===== src/rtl/qrt_pkg.sv =====
package qrt_pkg;

  typedef enum logic [1:0] {
    PH_OPEN  = 2'd0,
    PH_ON    = 2'd1,
    PH_BLANK = 2'd2
  } phase_t;

  // Blanking length in cycles: long at low control voltage, short at high,
  // straight line in between (floor division).
  function automatic int blank_len(input int code, input int lo, input int hi,
                                   input int bmax, input int bmin);
    if (code <= lo) return bmax;
    if (code >= hi) return bmin;
    return bmax - ((code - lo) * (bmax - bmin)) / (hi - lo);
  endfunction

  // Starter period in cycles: fast above the burst code, slow at or below.
  function automatic int starter_len(input int code, input int burst,
                                     input int fast, input int slow);
    return (code > burst) ? fast : slow;
  endfunction

endpackage


===== src/rtl/qrt_edge_arm.sv =====
module qrt_edge_arm (
  input  logic clk,
  input  logic rst_n,
  input  logic arm_lvl,
  input  logic trig_lvl,
  input  logic fire,
  output logic armed,
  output logic rise_ev,
  output logic fall_ev
);
  logic arm_d;
  logic trig_d;

  always_comb begin
    rise_ev = arm_lvl & ~arm_d;
    fall_ev = trig_d & ~trig_lvl;
  end

  always_ff @(posedge clk) begin
    if (!rst_n) begin
      arm_d  <= 1'b0;
      trig_d <= 1'b0;
      armed  <= 1'b0;
    end else begin
      arm_d  <= arm_lvl;
      trig_d <= trig_lvl;
      if (fire)         armed <= 1'b0;
      else if (rise_ev) armed <= 1'b1;
    end
  end

  // a turn-on always leaves the trigger disarmed
  a_r3_clear_on_fire: assert property (@(posedge clk) disable iff (!rst_n)
    fire |=> !armed);

  // a rising arm crossing without a turn-on leaves it armed
  a_r3_set_on_rise: assert property (@(posedge clk) disable iff (!rst_n)
    (rise_ev && !fire) |=> armed);

endmodule


===== src/rtl/qrt_blank_timer.sv =====
module qrt_blank_timer
  import qrt_pkg::*;
#(
  parameter int CODE_W        = 8,
  parameter int BLANK_LO_CODE = 70,
  parameter int BLANK_HI_CODE = 100,
  parameter int BLANK_MAX     = 300,
  parameter int BLANK_MIN     = 60
) (
  input  logic              clk,
  input  logic              rst_n,
  input  logic              fire,
  input  logic              sw_off,
  input  logic [CODE_W-1:0] code,
  output logic              win_open,
  output logic              in_blank
);
  localparam int BCW = $clog2(BLANK_MAX + 1);

  phase_t         phase;
  logic [BCW-1:0] cnt;
  logic [BCW-1:0] len_m1;

  always_comb begin
    len_m1   = BCW'(blank_len(int'(code), BLANK_LO_CODE, BLANK_HI_CODE,
                              BLANK_MAX, BLANK_MIN) - 1);
    win_open = (phase == PH_OPEN);
    in_blank = (phase == PH_BLANK);
  end

  always_ff @(posedge clk) begin
    if (!rst_n) begin
      phase <= PH_OPEN;
      cnt   <= '0;
    end else if (fire) begin
      phase <= PH_ON;
    end else begin
      unique case (phase)
        PH_ON: if (sw_off) begin
          phase <= PH_BLANK;
          cnt   <= len_m1;
        end
        PH_BLANK: if (cnt == '0) phase <= PH_OPEN;
                  else           cnt   <= cnt - 1'b1;
        default: phase <= PH_OPEN;
      endcase
    end
  end

  // turn-off while on starts a blanking window
  a_r4_enter_blank: assert property (@(posedge clk) disable iff (!rst_n)
    (phase == PH_ON && sw_off && !fire) |=> in_blank);

  // window length never exceeds the longest setting
  a_r4_len_bound: assert property (@(posedge clk) disable iff (!rst_n)
    in_blank |-> (int'(cnt) < BLANK_MAX));

  // a window that is open stays open until a turn-on
  a_r5_open_holds: assert property (@(posedge clk) disable iff (!rst_n)
    (win_open && !fire) |=> win_open);

endmodule


===== src/rtl/qrt_starter.sv =====
module qrt_starter
  import qrt_pkg::*;
#(
  parameter int CODE_W     = 8,
  parameter int BURST_CODE = 77,
  parameter int START_FAST = 1250,
  parameter int START_SLOW = 5000,
  parameter int MIN_GAP    = 61
) (
  input  logic              clk,
  input  logic              rst_n,
  input  logic              fire,
  input  logic [CODE_W-1:0] code,
  output logic              st_fire,
  output logic              gap_ok
);
  localparam int SCW = $clog2(START_SLOW + 1);

  logic [SCW-1:0] cnt;
  logic [SCW-1:0] per_m1;

  always_comb begin
    per_m1  = SCW'(starter_len(int'(code), BURST_CODE, START_FAST, START_SLOW) - 1);
    st_fire = (cnt >= per_m1);
    gap_ok  = (cnt >= SCW'(MIN_GAP - 1));
  end

  always_ff @(posedge clk) begin
    if (!rst_n)    cnt <= '0;
    else if (fire) cnt <= '0;
    else           cnt <= cnt + 1'b1;
  end

  // the timer restarts on every turn-on
  a_r7_restart: assert property (@(posedge clk) disable iff (!rst_n)
    fire |=> (cnt == '0));

  // the timer never runs past the slow period
  a_r7_cnt_bound: assert property (@(posedge clk) disable iff (!rst_n)
    int'(cnt) < START_SLOW);

endmodule


===== src/rtl/qr_turnon_ctrl.sv =====
module qr_turnon_ctrl #(
  parameter int CODE_W        = 8,
  parameter int BLANK_LO_CODE = 70,
  parameter int BLANK_HI_CODE = 100,
  parameter int BLANK_MAX     = 300,
  parameter int BLANK_MIN     = 60,
  parameter int BURST_CODE    = 77,
  parameter int START_FAST    = 1250,
  parameter int START_SLOW    = 5000,
  parameter int MIN_GAP       = 61
) (
  input  logic              clk,
  input  logic              rst_n,
  input  logic              dmg_arm_hi,
  input  logic              dmg_trig_hi,
  input  logic [CODE_W-1:0] ctrl_code,
  input  logic              sw_off,
  output logic              ton_req,
  output logic              valley_skip
);
  localparam int GW = $clog2(MIN_GAP + 1);

  logic armed, rise_ev, fall_ev;
  logic win_open, in_blank;
  logic st_fire, gap_ok;
  logic edge_take, skip_now, fire;
  logic skip_seen;

  qrt_edge_arm u_edge (
    .clk(clk), .rst_n(rst_n), .arm_lvl(dmg_arm_hi), .trig_lvl(dmg_trig_hi),
    .fire(fire), .armed(armed), .rise_ev(rise_ev), .fall_ev(fall_ev)
  );

  qrt_blank_timer #(
    .CODE_W(CODE_W), .BLANK_LO_CODE(BLANK_LO_CODE), .BLANK_HI_CODE(BLANK_HI_CODE),
    .BLANK_MAX(BLANK_MAX), .BLANK_MIN(BLANK_MIN)
  ) u_blank (
    .clk(clk), .rst_n(rst_n), .fire(fire), .sw_off(sw_off), .code(ctrl_code),
    .win_open(win_open), .in_blank(in_blank)
  );

  qrt_starter #(
    .CODE_W(CODE_W), .BURST_CODE(BURST_CODE), .START_FAST(START_FAST),
    .START_SLOW(START_SLOW), .MIN_GAP(MIN_GAP)
  ) u_start (
    .clk(clk), .rst_n(rst_n), .fire(fire), .code(ctrl_code),
    .st_fire(st_fire), .gap_ok(gap_ok)
  );

  always_comb begin
    edge_take = fall_ev & armed & win_open & gap_ok;
    skip_now  = fall_ev & armed & in_blank;
    fire      = edge_take | st_fire;
  end

  always_ff @(posedge clk) begin
    if (!rst_n) begin
      ton_req     <= 1'b0;
      valley_skip <= 1'b0;
      skip_seen   <= 1'b0;
    end else begin
      ton_req <= fire;
      if (fire) begin
        valley_skip <= skip_seen | skip_now;
        skip_seen   <= 1'b0;
      end else if (skip_now) begin
        skip_seen   <= 1'b1;
      end
    end
  end

  // Independent spacing counter for the rate-cap check
  logic [GW-1:0] chk_gap;
  always_ff @(posedge clk) begin
    if (!rst_n)                         chk_gap <= '0;
    else if (ton_req)                   chk_gap <= '0;
    else if (int'(chk_gap) < MIN_GAP)   chk_gap <= chk_gap + 1'b1;
  end

  // a request lasts a single cycle
  a_r2_one_cycle: assert property (@(posedge clk) disable iff (!rst_n)
    ton_req |=> !ton_req);

  // an edge-caused request needed an open window and an armed trigger
  a_r5_edge_qualified: assert property (@(posedge clk) disable iff (!rst_n)
    (ton_req && !$past(st_fire)) |-> $past(win_open && armed));

  // the skip flag changes only together with a request
  a_r6_hold: assert property (@(posedge clk) disable iff (!rst_n)
    !ton_req |-> $stable(valley_skip));

  // an expired starter always yields a request
  a_r7_starter_fires: assert property (@(posedge clk) disable iff (!rst_n)
    st_fire |=> ton_req);

  // requests keep the minimum spacing
  a_r8_min_gap: assert property (@(posedge clk) disable iff (!rst_n)
    ton_req |-> (int'(chk_gap) >= MIN_GAP - 1));

endmodule


===== config.mk =====
export PLATFORM = sky130hd
export DESIGN_NAME = qr_turnon_ctrl
export DESIGN_NICKNAME = d
export VERILOG_FILES = /design/src/rtl/qrt_pkg.sv /design/src/rtl/qrt_edge_arm.sv /design/src/rtl/qrt_blank_timer.sv /design/src/rtl/qrt_starter.sv /design/src/rtl/qr_turnon_ctrl.sv
export SDC_FILE = /design/constraint.sdc
export NUM_CORES = 1
export LEC_CHECK = 0
export ABC_AREA = 0
export BUFFER_PORTS_ARGS = -buffer_cell sky130_fd_sc_hd__buf_4
export CORE_MARGIN = 5
export CORE_UTILIZATION = 29
export CTS_CLUSTER_SIZE = 16
export DETAILED_ROUTE_END_ITERATION = 8
export PLACE_DENSITY = 0.42
export SYNTH_ARGS = -nofsm -noshare
export SYNTH_HDL_FRONTEND = slang
export SYNTH_SLANG_ARGS = --single-unit

===== constraint.sdc =====
create_clock -name clk -period 22.9 [get_ports clk]
set_input_delay 1.145 -clock clk [delete_from_list [all_inputs] [get_ports clk]]
set_output_delay 1.145 -clock clk [all_outputs]
set_load 0.02 [all_outputs]

* Word-level counts from Yosys, hierarchy flattened *
Cells that the tools add are included.

operators by class
  add/sub/neg operators = 6
  $mul = 1
  divide/modulo/power cells = 1
  order comparisons = 5
  eq/ne operators = 7
  multiplexer cells = 15
  bitwise gates (word level) = 12
  reduce and logical (&&, ||, !) cells = 7

operator list
  operator                                                             number
  two-way mux 9 bit                                                    6
  divider 32 x 6 -> 32 bit (second input constant)                     1
  multiplier 32 x 5 -> 28 bit (second input constant)                  1
  one-hot mux 9 bit (2 select lines)                                   1
  adder 13 x 1 -> 13 bit (second input constant)                       1
  greater-or-equal comparator 13 bit                                   1
  greater-or-equal comparator 13 x 6 -> 1 bit (second input constant)  1
  two-way mux 13 bit                                                   1
  subtractor 13 x 2 -> 13 bit (second input constant)                  1
  zero test 9 bit                                                      1
  subtractor 8 x 7 -> 9 bit (second input constant)                    1
  subtractor 9 x 1 -> 9 bit (second input constant)                    1
  subtractor 9 x 2 -> 9 bit (second input constant)                    1
  subtractor 9 bit (first input constant)                              1
  greater-or-equal comparator 8 x 7 -> 1 bit (second input constant)   1
  > comparator 8 x 7 -> 1 bit (second input constant)                  1
  <= comparator 8 x 7 -> 1 bit (second input constant)                 1
  bitwise AND 1 bit                                                    6
  two-way mux 1 bit                                                    4
  two-way mux 2 bit                                                    2
  != test 2 bit (second input constant)                                2
  NOT 1 bit                                                            4
  one-hot mux 2 bit (2 select lines)                                   1
  AND reduction 2 bit                                                  2
  10 further kinds                                                     11

word-level totals
  register bits after elaboration = 30
  input port bits = 13
  output and inout port bits = 2
  logic and storage cells = 64

* Longest topological paths before layout *
Gate-level depths: netlist of run 1.

  word-level depth = 9
  depth in mapped cells = 80
  mapped depth without buffers = 71

* Modules after synthesis *
From an unflattened synthesis of run 1, not the netlist that was laid out.

unflattened totals
  cells, all modules = 1035
  area, all modules = 7642.3 µm²

modules (own cells, without submodules)
  module           times used  cells each  area each (µm²)  seq. area each (µm²)
  qrt_blank_timer  1           923         6622.6           220.2
  qrt_starter      1           92          795.8            260.2
  qr_turnon_ctrl   1           11          116.4            60.1
  qrt_edge_arm     1           9           107.6            60.1

* Least setup slack after synthesis of run 1 *
No wires, ideal clock.

  kind = in2reg
  start point = input ctrl_code[3]
  end point = register u_blank.cnt[4]
  setup time = 115 ps
  arrival time = 17643 ps
  data required time = 22785 ps
  setup slack = 5142 ps
  stages = 74
  path buffers = 8
  cell sequence = clkbuf_1 -> a21oi_1 -> xnor2_1 -> inv_1 -> ha_1 -> ha_1 -> xnor2_1 -> fa_1 -> ha_1 -> buf_2 -> o21a_1 -> o2111a_1 -> a22o_1 -> buf_1 -> a21oi_1 -> o21a_1 -> o211ai_1 -> a211oi_1 -> [... 38 more ...] -> ha_1 -> nor3_1 -> or4_1 -> buf_2 -> nor2_2 -> and2_1 -> ha_1 -> nand2b_1 -> o41ai_1 -> ha_1 -> or3_1 -> a2111oi_2 -> xnor2_1 -> a21oi_1 -> xor2_1 -> a21oi_1 -> o21ai_1 -> and2_1

between the ends
  cells in the longest elaborated chain, start to end = 9
  elaborated cells on any way between the ends = 23
  those cells by class = 4 x add/sub; 1 x mul; 1 x div; 4 x order compare; 10 x mux; 2 x bitwise; 1 x reduce/logical

RTL lines
  element                             line                   RTL
  from (decl)                         qr_turnon_ctrl.sv:16   input logic [CODE_W-1:0] ctrl_code,
  subtractor 8 x 7 -> 9 bit           qrt_pkg.sv:15          return bmax - ((code - lo) * (bmax - bmin)) / (hi - lo);
  multiplier 32 x 5 -> 28 bit         qrt_pkg.sv:15
  divider 32 x 6 -> 32 bit            qrt_pkg.sv:15
  subtractor 9 bit                    qrt_pkg.sv:15
  two-way mux 9 bit                   qrt_pkg.sv:15
  two-way mux 9 bit                   qrt_pkg.sv:14          if (code >= hi) return bmin;
  subtractor 9 x 2 -> 9 bit           qrt_blank_timer.sv:26  BLANK_MAX, BLANK_MIN) - 1);
  two-way mux 9 bit                   qrt_blank_timer.sv:39  PH_ON: if (sw_off) begin
  one-hot mux 9 bit (2 select lines)  qrt_blank_timer.sv:38  unique case (phase)
  to (signal assigned)                qrt_blank_timer.sv:41  cnt <= len_m1;
  to (signal assigned)                qrt_blank_timer.sv:44  else cnt <= cnt - 1'b1;
  to (decl)                           qrt_blank_timer.sv:21  logic [BCW-1:0] cnt;

Several ways; a longest one is shown, not always the timed one. The select of a mux whose other input is x is not followed.
A chain may end at the register's enable or synchronous reset.

* Worst setup path after layout of run 1 *
  start point = input ctrl_code[1]
  end point = register u_blank.cnt[8]

Same word-level chain as after synthesis.

==> results of run 1 <==
==> sequential cells by signal, indices dropped and copies added, names as in the netlist <==
register       flops
u_edge.trig_d      1
u_blank.cnt        9
valley_skip        1
ton_req            1
u_edge.arm_d       1
u_blank.phase      2
u_edge.armed       1
skip_seen          1
u_start.cnt       13
==> timing repair <==
| action | CTS | global route |
|---|---|---|
| buffers inserted | 0 | 0 |
| resized for setup | 0 | 1 |
| setup endpoints to repair | 0 | 3 |
| hold buffers | 0 | 0 |
==> kinds of logic (layout without fill, tap and decap cells) <==
kind of cell               after synthesis  after routing  synth area share (%)
DFF                                     30             30                  6.64
adders and majority gates               56             56                  8.57
and+or+nand+nor                        497            497                  28.7
AOI/OAI and AO/OA                      433            433                  36.6
muxes                                   24             24                  2.82
buffers and inverters                   93             84                  4.24
xor gates and xnor gates               128            128                  12.4
==> routing by layer <==
| layer | vias up | global-route usage (%) | wire (um) |
|---|---|---|---|
| met5 | - | 0 | 0 |
| met3 | 21 | 0.990 | 863 |
| met2 | 209 | 26.0 | 13400 |
| li1 | 4803 | - | - |
| met1 | 4537 | 23.7 | 15000 |
| met4 | 0 | 2.02 | 200 |
==> layout make-up <==
cell class / count / area share, %
multi-input combinational: 1138 / 82.9
sequential: 30 / 6.17
tap: 396 / 5.09
timing repair buffer: 23 / 1.77
clock buffer: 6 / 1.43
inverter: 53 / 2.04
clock inverter: 2 / 0.617
==> worst max-delay path by stage <==
stage | start | end | slack [ps] | cells past startpoint
2_1_floorplan | ctrl_code[3] | u_blank.cnt[4] | 5140 | 74
3_3_place_gp | ctrl_code[1] | u_blank.cnt[8] | 1470 | 64
3_5_place_dp | ctrl_code[1] | u_blank.cnt[8] | 1550 | 64
4_1_cts | ctrl_code[1] | u_blank.cnt[8] | 1680 | 64
5_1_grt | ctrl_code[1] | u_blank.cnt[4] | 420 | 65
6_report | ctrl_code[1] | u_blank.cnt[8] | 1870 | 64
==> stage by stage <==
| step | instances | cell area [um2] | setup WS, ps | util, % | hold WS (ps) |
|---|---|---|---|---|---|
| after floorplan | 1261 | 9050 | 5140 | - | 437 |
| after global placement | 1640 | 9540 | 1470 | 31.1 | 460 |
| after detailed placement | 1640 | 9540 | 1550 | 31.1 | 464 |
| after CTS | 1648 | 9730 | 1680 | 31.7 | 470 |
| after global routing | 1648 | 9740 | 421 | 31.8 | 481 |
| final | 1648 | 9740 | 1870 | 31.8 | 466 |
==> worst max-delay path, delay by kind of cell <==
family,cells,cell delay (ps)
AO/OA/AOI/OAI,24,8910
XOR/XNOR,4,1090
adder cells (fa/ha/maj),7,2550
buffers and inverters,3,470
multiplexers,5,1700
AND/OR/NAND/NOR,21,5260
==> Yosys cell counts (23+ instances only) <==
library cell               count
sky130_fd_sc_hd__a21o_1       24
sky130_fd_sc_hd__a21oi_1      74
sky130_fd_sc_hd__dfxtp_1      30
sky130_fd_sc_hd__ha_1         46
sky130_fd_sc_hd__inv_1        51
sky130_fd_sc_hd__nand2_1     107
sky130_fd_sc_hd__nand3_1      42
sky130_fd_sc_hd__nor2_1      119
sky130_fd_sc_hd__nor3_1       43
sky130_fd_sc_hd__o211ai_1     27
sky130_fd_sc_hd__o21ai_0      47
sky130_fd_sc_hd__o21ai_1      23
sky130_fd_sc_hd__xnor2_1      92
sky130_fd_sc_hd__xor2_1       36
==> Implementation_results.wiki, run 1 <==
{| class="wikitable"
! Metric !! Value
|-
| Total standard cell area after synthesis || 9050 um2
|-
| Std cell rows || 64
|-
| Die outline area || 34800 um2
|-
| Cells taking the most area after synthesis || sky130_fd_sc_hd__xnor2_1, sky130_fd_sc_hd__dfxtp_1, sky130_fd_sc_hd__ha_1
|-
| Hold Violations, Final || 0
|-
| Post-layout net count || 1320
|-
| Worst hold path class || reg2reg
|-
| Worst Reg-to-Reg Cells || 16
|-
| Required time at the worst-slack endpoint || 23050 ps
|-
| Count of yosys warnings during synthesis || 0
|-
| Total area of multi-input combinational cells || 8070 um2
|-
| Cell occurring most often along the worst timing path || sky130_fd_sc_hd__ha_1
|-
| Syn_area_per_cell || 7.18 um2
|-
| Input/output buffers || 14
|-
| Routability congestion estimate from global placement || 0.883
|-
| Relative area change from synthesis to final layout || 7.60%
|-
| Launch point of the worst reg-to-reg path || u_start.cnt[1]
|-
| Overall overflow remaining after global route || 0
|-
| Post-Syn Nets || 1330
|-
| Most frequent cells in the layout || sky130_fd_sc_hd__nor2_1, sky130_fd_sc_hd__nand2_1, sky130_fd_sc_hd__xnor2_1
|-
| Sort of element at the start of the critical path || input pin
|-
| Fraction of final layout cells with drive strength greater than 1 || 9.42%
|-
| Global Route Usage Sum || 15.9%
|-
| Crit-path slowest cell || sky130_fd_sc_hd__a22oi_1
|-
| TritonCTS clock tree || built
|-
| TritonCTS Buffers || 5
|-
| Endpoint of the worst register-to-register path || u_blank.cnt[7]
|-
| Setup violation total in the final timing report || 0
|-
| Leading cell type in the layout, fill and taps excluded || sky130_fd_sc_hd__nor2_1
|-
| Max Buffers Root-to-Sink || 2
|-
| Number of levels in the clock H-tree || 2
|-
| Ys flop type || sky130_fd_sc_hd__dfxtp_1
|-
| Count of mapped cells out of synthesis || 1261
|-
| Source-to-sink clock delay at the later pin of the worst-skew pair || 270 ps
|-
| DRT Pass-1 Iters || 5
|-
| Floorplan core area || 30700 um2
|-
| Max-cap check violation count || 0
|-
| Start-to-end type of the worst setup path || in2reg
|-
| Sequential element share of the synthesized area || 6.64%
|-
| Async SR Flop Fraction || 0%
|-
| Slowest Stage Delay on Critical Path || 820 ps
|-
| Vias in the first global route || 9015
|-
| Number of unique standard cell types used by synthesis || 116
|-
| Number of nets with antenna violations after detailed routing || 0
|-
| Period Utilization, post-route || 91.8%
|-
| Number of pins exceeding their max-slew limit in the final report || 0
|-
| Overall routed net length || 29.4 mm
|-
| Outcome || finished clean
|-
| Setup skew after layout || 5.47 ps
|-
| Share of the synthesized area in the top cell type || 8.90%
|-
| Overall via count from detail_route || 9570
|-
| I/O pin count || 15
|-
| Diodes inserted || 0
|-
| Worst reg-to-reg setup slack || 19500 ps
|-
| Unrepaired setup endpoints after global routing || no
|-
| Setup total negative slack || 0 ps
|-
| Maximum net fanout on the critical path || 12
|-
| Pin count of the biggest net entering global routing || 17
|-
| Root Driver || sky130_fd_sc_hd__clkbuf_16
|-
| Count of clock tree sinks || 30
|-
| Transition time at the pin with the least slew margin || 1030 ps
|-
| Capture endpoint of the worst hold path || u_blank.cnt[1]
|-
| Worst hold path depth || 2
|-
| Yosys top cell by area || sky130_fd_sc_hd__xnor2_1
|-
| Count of state elements after synthesis || 30
|-
| DP HPWL || 24.1 mm
|-
| Total DRC errors in the routed layout || 0
|-
| Clock period minus worst slack || 21030 ps
|-
| Arr. time, crit path || 21180 ps
|-
| Avg Vias per Cell || 5.81
|-
| Launch instance of the worst min-delay path || u_blank.cnt[1]
|-
| Clk pin slew, worst setup/hold paths || 50 ps
|-
| Height of the chip || 187 um
|-
| Detail-routed net length per standard cell || 17.9 um
|-
| Starting density of the core || 29.5%
|-
| Seq. cell area || 601 um2
|-
| Number of antenna violations at the first check in global routing || 0
|-
| Worst relative slew slack || 31.4%
|-
| Global-route wire length before repair || 48.3 mm
|-
| Crit end category || register
|-
| Max Clk Rate || 47.6 MHz
|-
| Filler Cell Count || 3344
|-
| Violation count after the first detailed-routing iteration || 708
|-
| Count of flip-flops with a built-in enable after synthesis || 0
|-
| Die span in x || 187 um
|}
Power of run 1 is left out: the tool's default activity adds up to more than one toggle a clock period on the data nets, which glitch-free logic cannot reach.
==> run 2: changes to the inputs <==
Settings changed: BUFFER_PORTS_ARGS -buffer_cell sky130_fd_sc_hd__buf_4 to -buffer_cell sky130_fd_sc_hd__buf_2.
==> run 2 against run 1 <==
Sequential cell count unchanged. Count of clock-buffer cells in the layout unchanged. Die area unchanged. Largest cell class unchanged.
==> Implementation_results.wiki, run 2 (synthesis gave the netlist of run 1 again) <==
{| class="wikitable"
! Metric !! Value
|-
| Worst hold path class || reg2reg
|-
| Standard cell area after detailed placement || 9520 um2 (-0.21%)
|-
| Number of post-CTS setup repair buffers || 0 (unchanged)
|-
| Unrepaired setup endpoints after global routing || no
|-
| Global Route Usage Sum || 15.9% (-0.085 points)
|-
| TritonCTS clock tree || built
|-
| Worst hold slack after final layout || 477 ps (+10.3 ps)
|-
| Outcome || finished clean
|-
| Worst Reg-to-Reg Cells || 16 (unchanged)
|-
| Source-to-sink clock delay at the later pin of the worst-skew pair || 270 ps (about the same)
|-
| Largest register FFs || 13 (unchanged)
|-
| Floorplan core area || 30700 um2 (unchanged)
|-
| Relative area change from synthesis to final layout || 7.33%
|-
| Largest registers in the final layout || u_start.cnt (13), u_blank.cnt (9), u_blank.phase (2)
|-
| Worst hold path depth || 2 (unchanged)
|-
| Final instance area || 9710 um2 (-0.26%)
|-
| Number of nets with antenna violations after detailed routing || 0 (unchanged)
|-
| Root Driver || sky130_fd_sc_hd__clkbuf_16
|-
| Clk pin slew, worst setup/hold paths || 50 ps (about the same)
|-
| Maximum net fanout on the critical path || 12 (unchanged)
|-
| Leading cell type in the layout, fill and taps excluded || sky130_fd_sc_hd__nor2_1
|-
| Max Buffers Root-to-Sink || 2 (unchanged)
|-
| Overall via count from detail_route || 9594 (+0.25%)
|-
| Cell occurring most often along the worst timing path || sky130_fd_sc_hd__ha_1
|-
| Count of clock tree sinks || 30 (unchanged)
|-
| Worst reg-to-reg setup slack || 19500 ps (about the same)
|-
| Seq. cell area || 601 um2 (unchanged)
|-
| Violation count after the first detailed-routing iteration || 700 (-1.1%)
|-
| Number of pins exceeding their max-slew limit in the final report || 0 (unchanged)
|-
| Worst relative slew slack || 10.6% (-21 points)
|-
| Total area of multi-input combinational cells || 8070 um2 (about the same)
|-
| Endpoint of the worst register-to-register path || u_blank.cnt[7]
|-
| I/O pin count || 15 (unchanged)
|-
| DRT Pass-1 Iters || 5 (unchanged)
|-
| Max-cap check violation count || 0 (unchanged)
|-
| Capture endpoint of the worst hold path || u_blank.cnt[1]
|-
| Diodes inserted || 0 (unchanged)
|-
| Vias in the first global route || 8826 (-2.1%)
|-
| Routability congestion estimate from global placement || 0.886 (+0.24%)
|-
| Die span in x || 187 um (unchanged)
|-
| Total DRC errors in the routed layout || 0 (unchanged)
|-
| Required time at the worst-slack endpoint || 23060 ps (about the same)
|-
| Setup total negative slack || 0 ps (unchanged)
|-
| Clock period minus worst slack || 21390 ps (+359 ps)
|-
| Avg Vias per Cell || 5.81 (+0.13%)
|-
| Overall overflow remaining after global route || 0 (unchanged)
|-
| Input/output buffers || 14 (unchanged)
|-
| Pin count of the biggest net entering global routing || 17 (unchanged)
|-
| Hold Buf Count CTS || 0 (unchanged)
|-
| Number of levels in the clock H-tree || 2 (unchanged)
|-
| Most frequent cells in the layout || sky130_fd_sc_hd__nor2_1, sky130_fd_sc_hd__nand2_1, sky130_fd_sc_hd__xnor2_1
|-
| Height of the chip || 187 um (unchanged)
|-
| Detail-routed net length per standard cell || 17.8 um (-0.25%)
|-
| Filler Cell Count || 3375 (+0.93%)
|-
| Max Clk Rate || 46.8 MHz (-1.7%)
|-
| Start-to-end type of the worst setup path || in2reg
|-
| Crit-path slowest cell || sky130_fd_sc_hd__a211oi_1
|-
| TritonCTS Buffers || 5 (unchanged)
|-
| Fraction of final layout cells with drive strength greater than 1 || 9.49% (+0.065 points)
|-
| # placed instances || 1642 (+0.12%)
|-
| Launch point of the worst reg-to-reg path || u_start.cnt[1]
|-
| Slowest Stage Delay on Critical Path || 1070 ps (+250 ps)
|-
| Launch instance of the worst min-delay path || u_blank.cnt[1]
|-
| Hold Violations, Final || 0 (unchanged)
|-
| Starting density of the core || 29.5% (unchanged)
|-
| Crit end category || register
|-
| Std cell rows || 64 (unchanged)
|-
| Post-layout net count || 1322 (+0.15%)
|-
| Global-route wire length before repair || 48.0 mm (-0.57%)
|-
| Overall routed net length || 29.4 mm (-0.13%)
|-
| Period Utilization, post-route || 93.4% (+1.6 points)
|-
| CTS-repair resized insts || 0 (unchanged)
|-
| DP HPWL || 23.9 mm (-0.91%)
|-
| Sort of element at the start of the critical path || input pin
|-
| Register containing the most flip-flops in the final layout || u_start.cnt
|-
| Setup violation total in the final timing report || 0 (unchanged)
|-
| Die outline area || 34800 um2 (unchanged)
|-
| Transition time at the pin with the least slew margin || 1330 ps (+304 ps)
|-
| Arr. time, crit path || 21540 ps (+360 ps)
|-
| Non-Filler Instances || 1650 (+0.12%)
|-
| Setup skew after layout || 2.20 ps (-3.27 ps)
|-
| Number of antenna violations at the first check in global routing || 0 (unchanged)
|}
-- run 2: cell count changes in the layout (fill, tap and decap cells not counted) --
cell / change
sky130_fd_sc_hd__buf_4: -12
sky130_fd_sc_hd__buf_2: +14
sky130_fd_sc_hd__a211oi_1: +1
sky130_fd_sc_hd__a211oi_2: -1
-- run 2: layout make-up --
type	instances	share of cell area (%)
sequential	30	6.18
timing repair buffer	25	1.57
tap	396	5.10
clock buffer	6	1.43
clock inverter	2	0.618
multi-input combinational	1138	83.0
inverter	53	2.05
-- run 2: through the flow --
step	util, %	setup slack, ps
after floorplan	-	5140
after global placement	31.0	1580
after detailed placement	31.0	1510
after CTS	31.7	1740
after global routing	31.7	5.85
final	31.7	1510
-- run 2: worst max-delay path: cells and delay by family --
family                   cells  cell delay, ps
AO/OA/AOI/OAI               29           10750
AND/OR/NAND/NOR             19            4840
adder cells (fa/ha/maj)      7            2560
XOR/XNOR                     4            1100
multiplexers                 2             630
buffers and inverters        3             490
-- run 2: metal layers --
layer  vias up  global-route usage, %  part of all wire [%]
li1       4813                      -                     -
met1      4537                   24.0                    51
met2       221                   25.4                    45
met3        23                  0.916                   3.1
met4         0                   2.19                   1.1
met5         -                      0                     0
-- run 2: worst max path at each step --
| stage | startpoint | endpoint | slack, ps | cells after the start |
|---|---|---|---|---|
| floorplan | ctrl_code[3] | u_blank.cnt[4] | 5140 | 74 |
| global route | ctrl_code[1] | u_blank.cnt[8] | 6 | 64 |
| detailed placement | ctrl_code[1] | u_blank.cnt[4] | 1510 | 65 |
| finish | ctrl_code[1] | u_blank.cnt[8] | 1510 | 64 |
| global placement | ctrl_code[1] | u_blank.cnt[4] | 1580 | 65 |
| CTS | ctrl_code[1] | u_blank.cnt[4] | 1740 | 65 |
Power of run 2 is left out for the same reason.
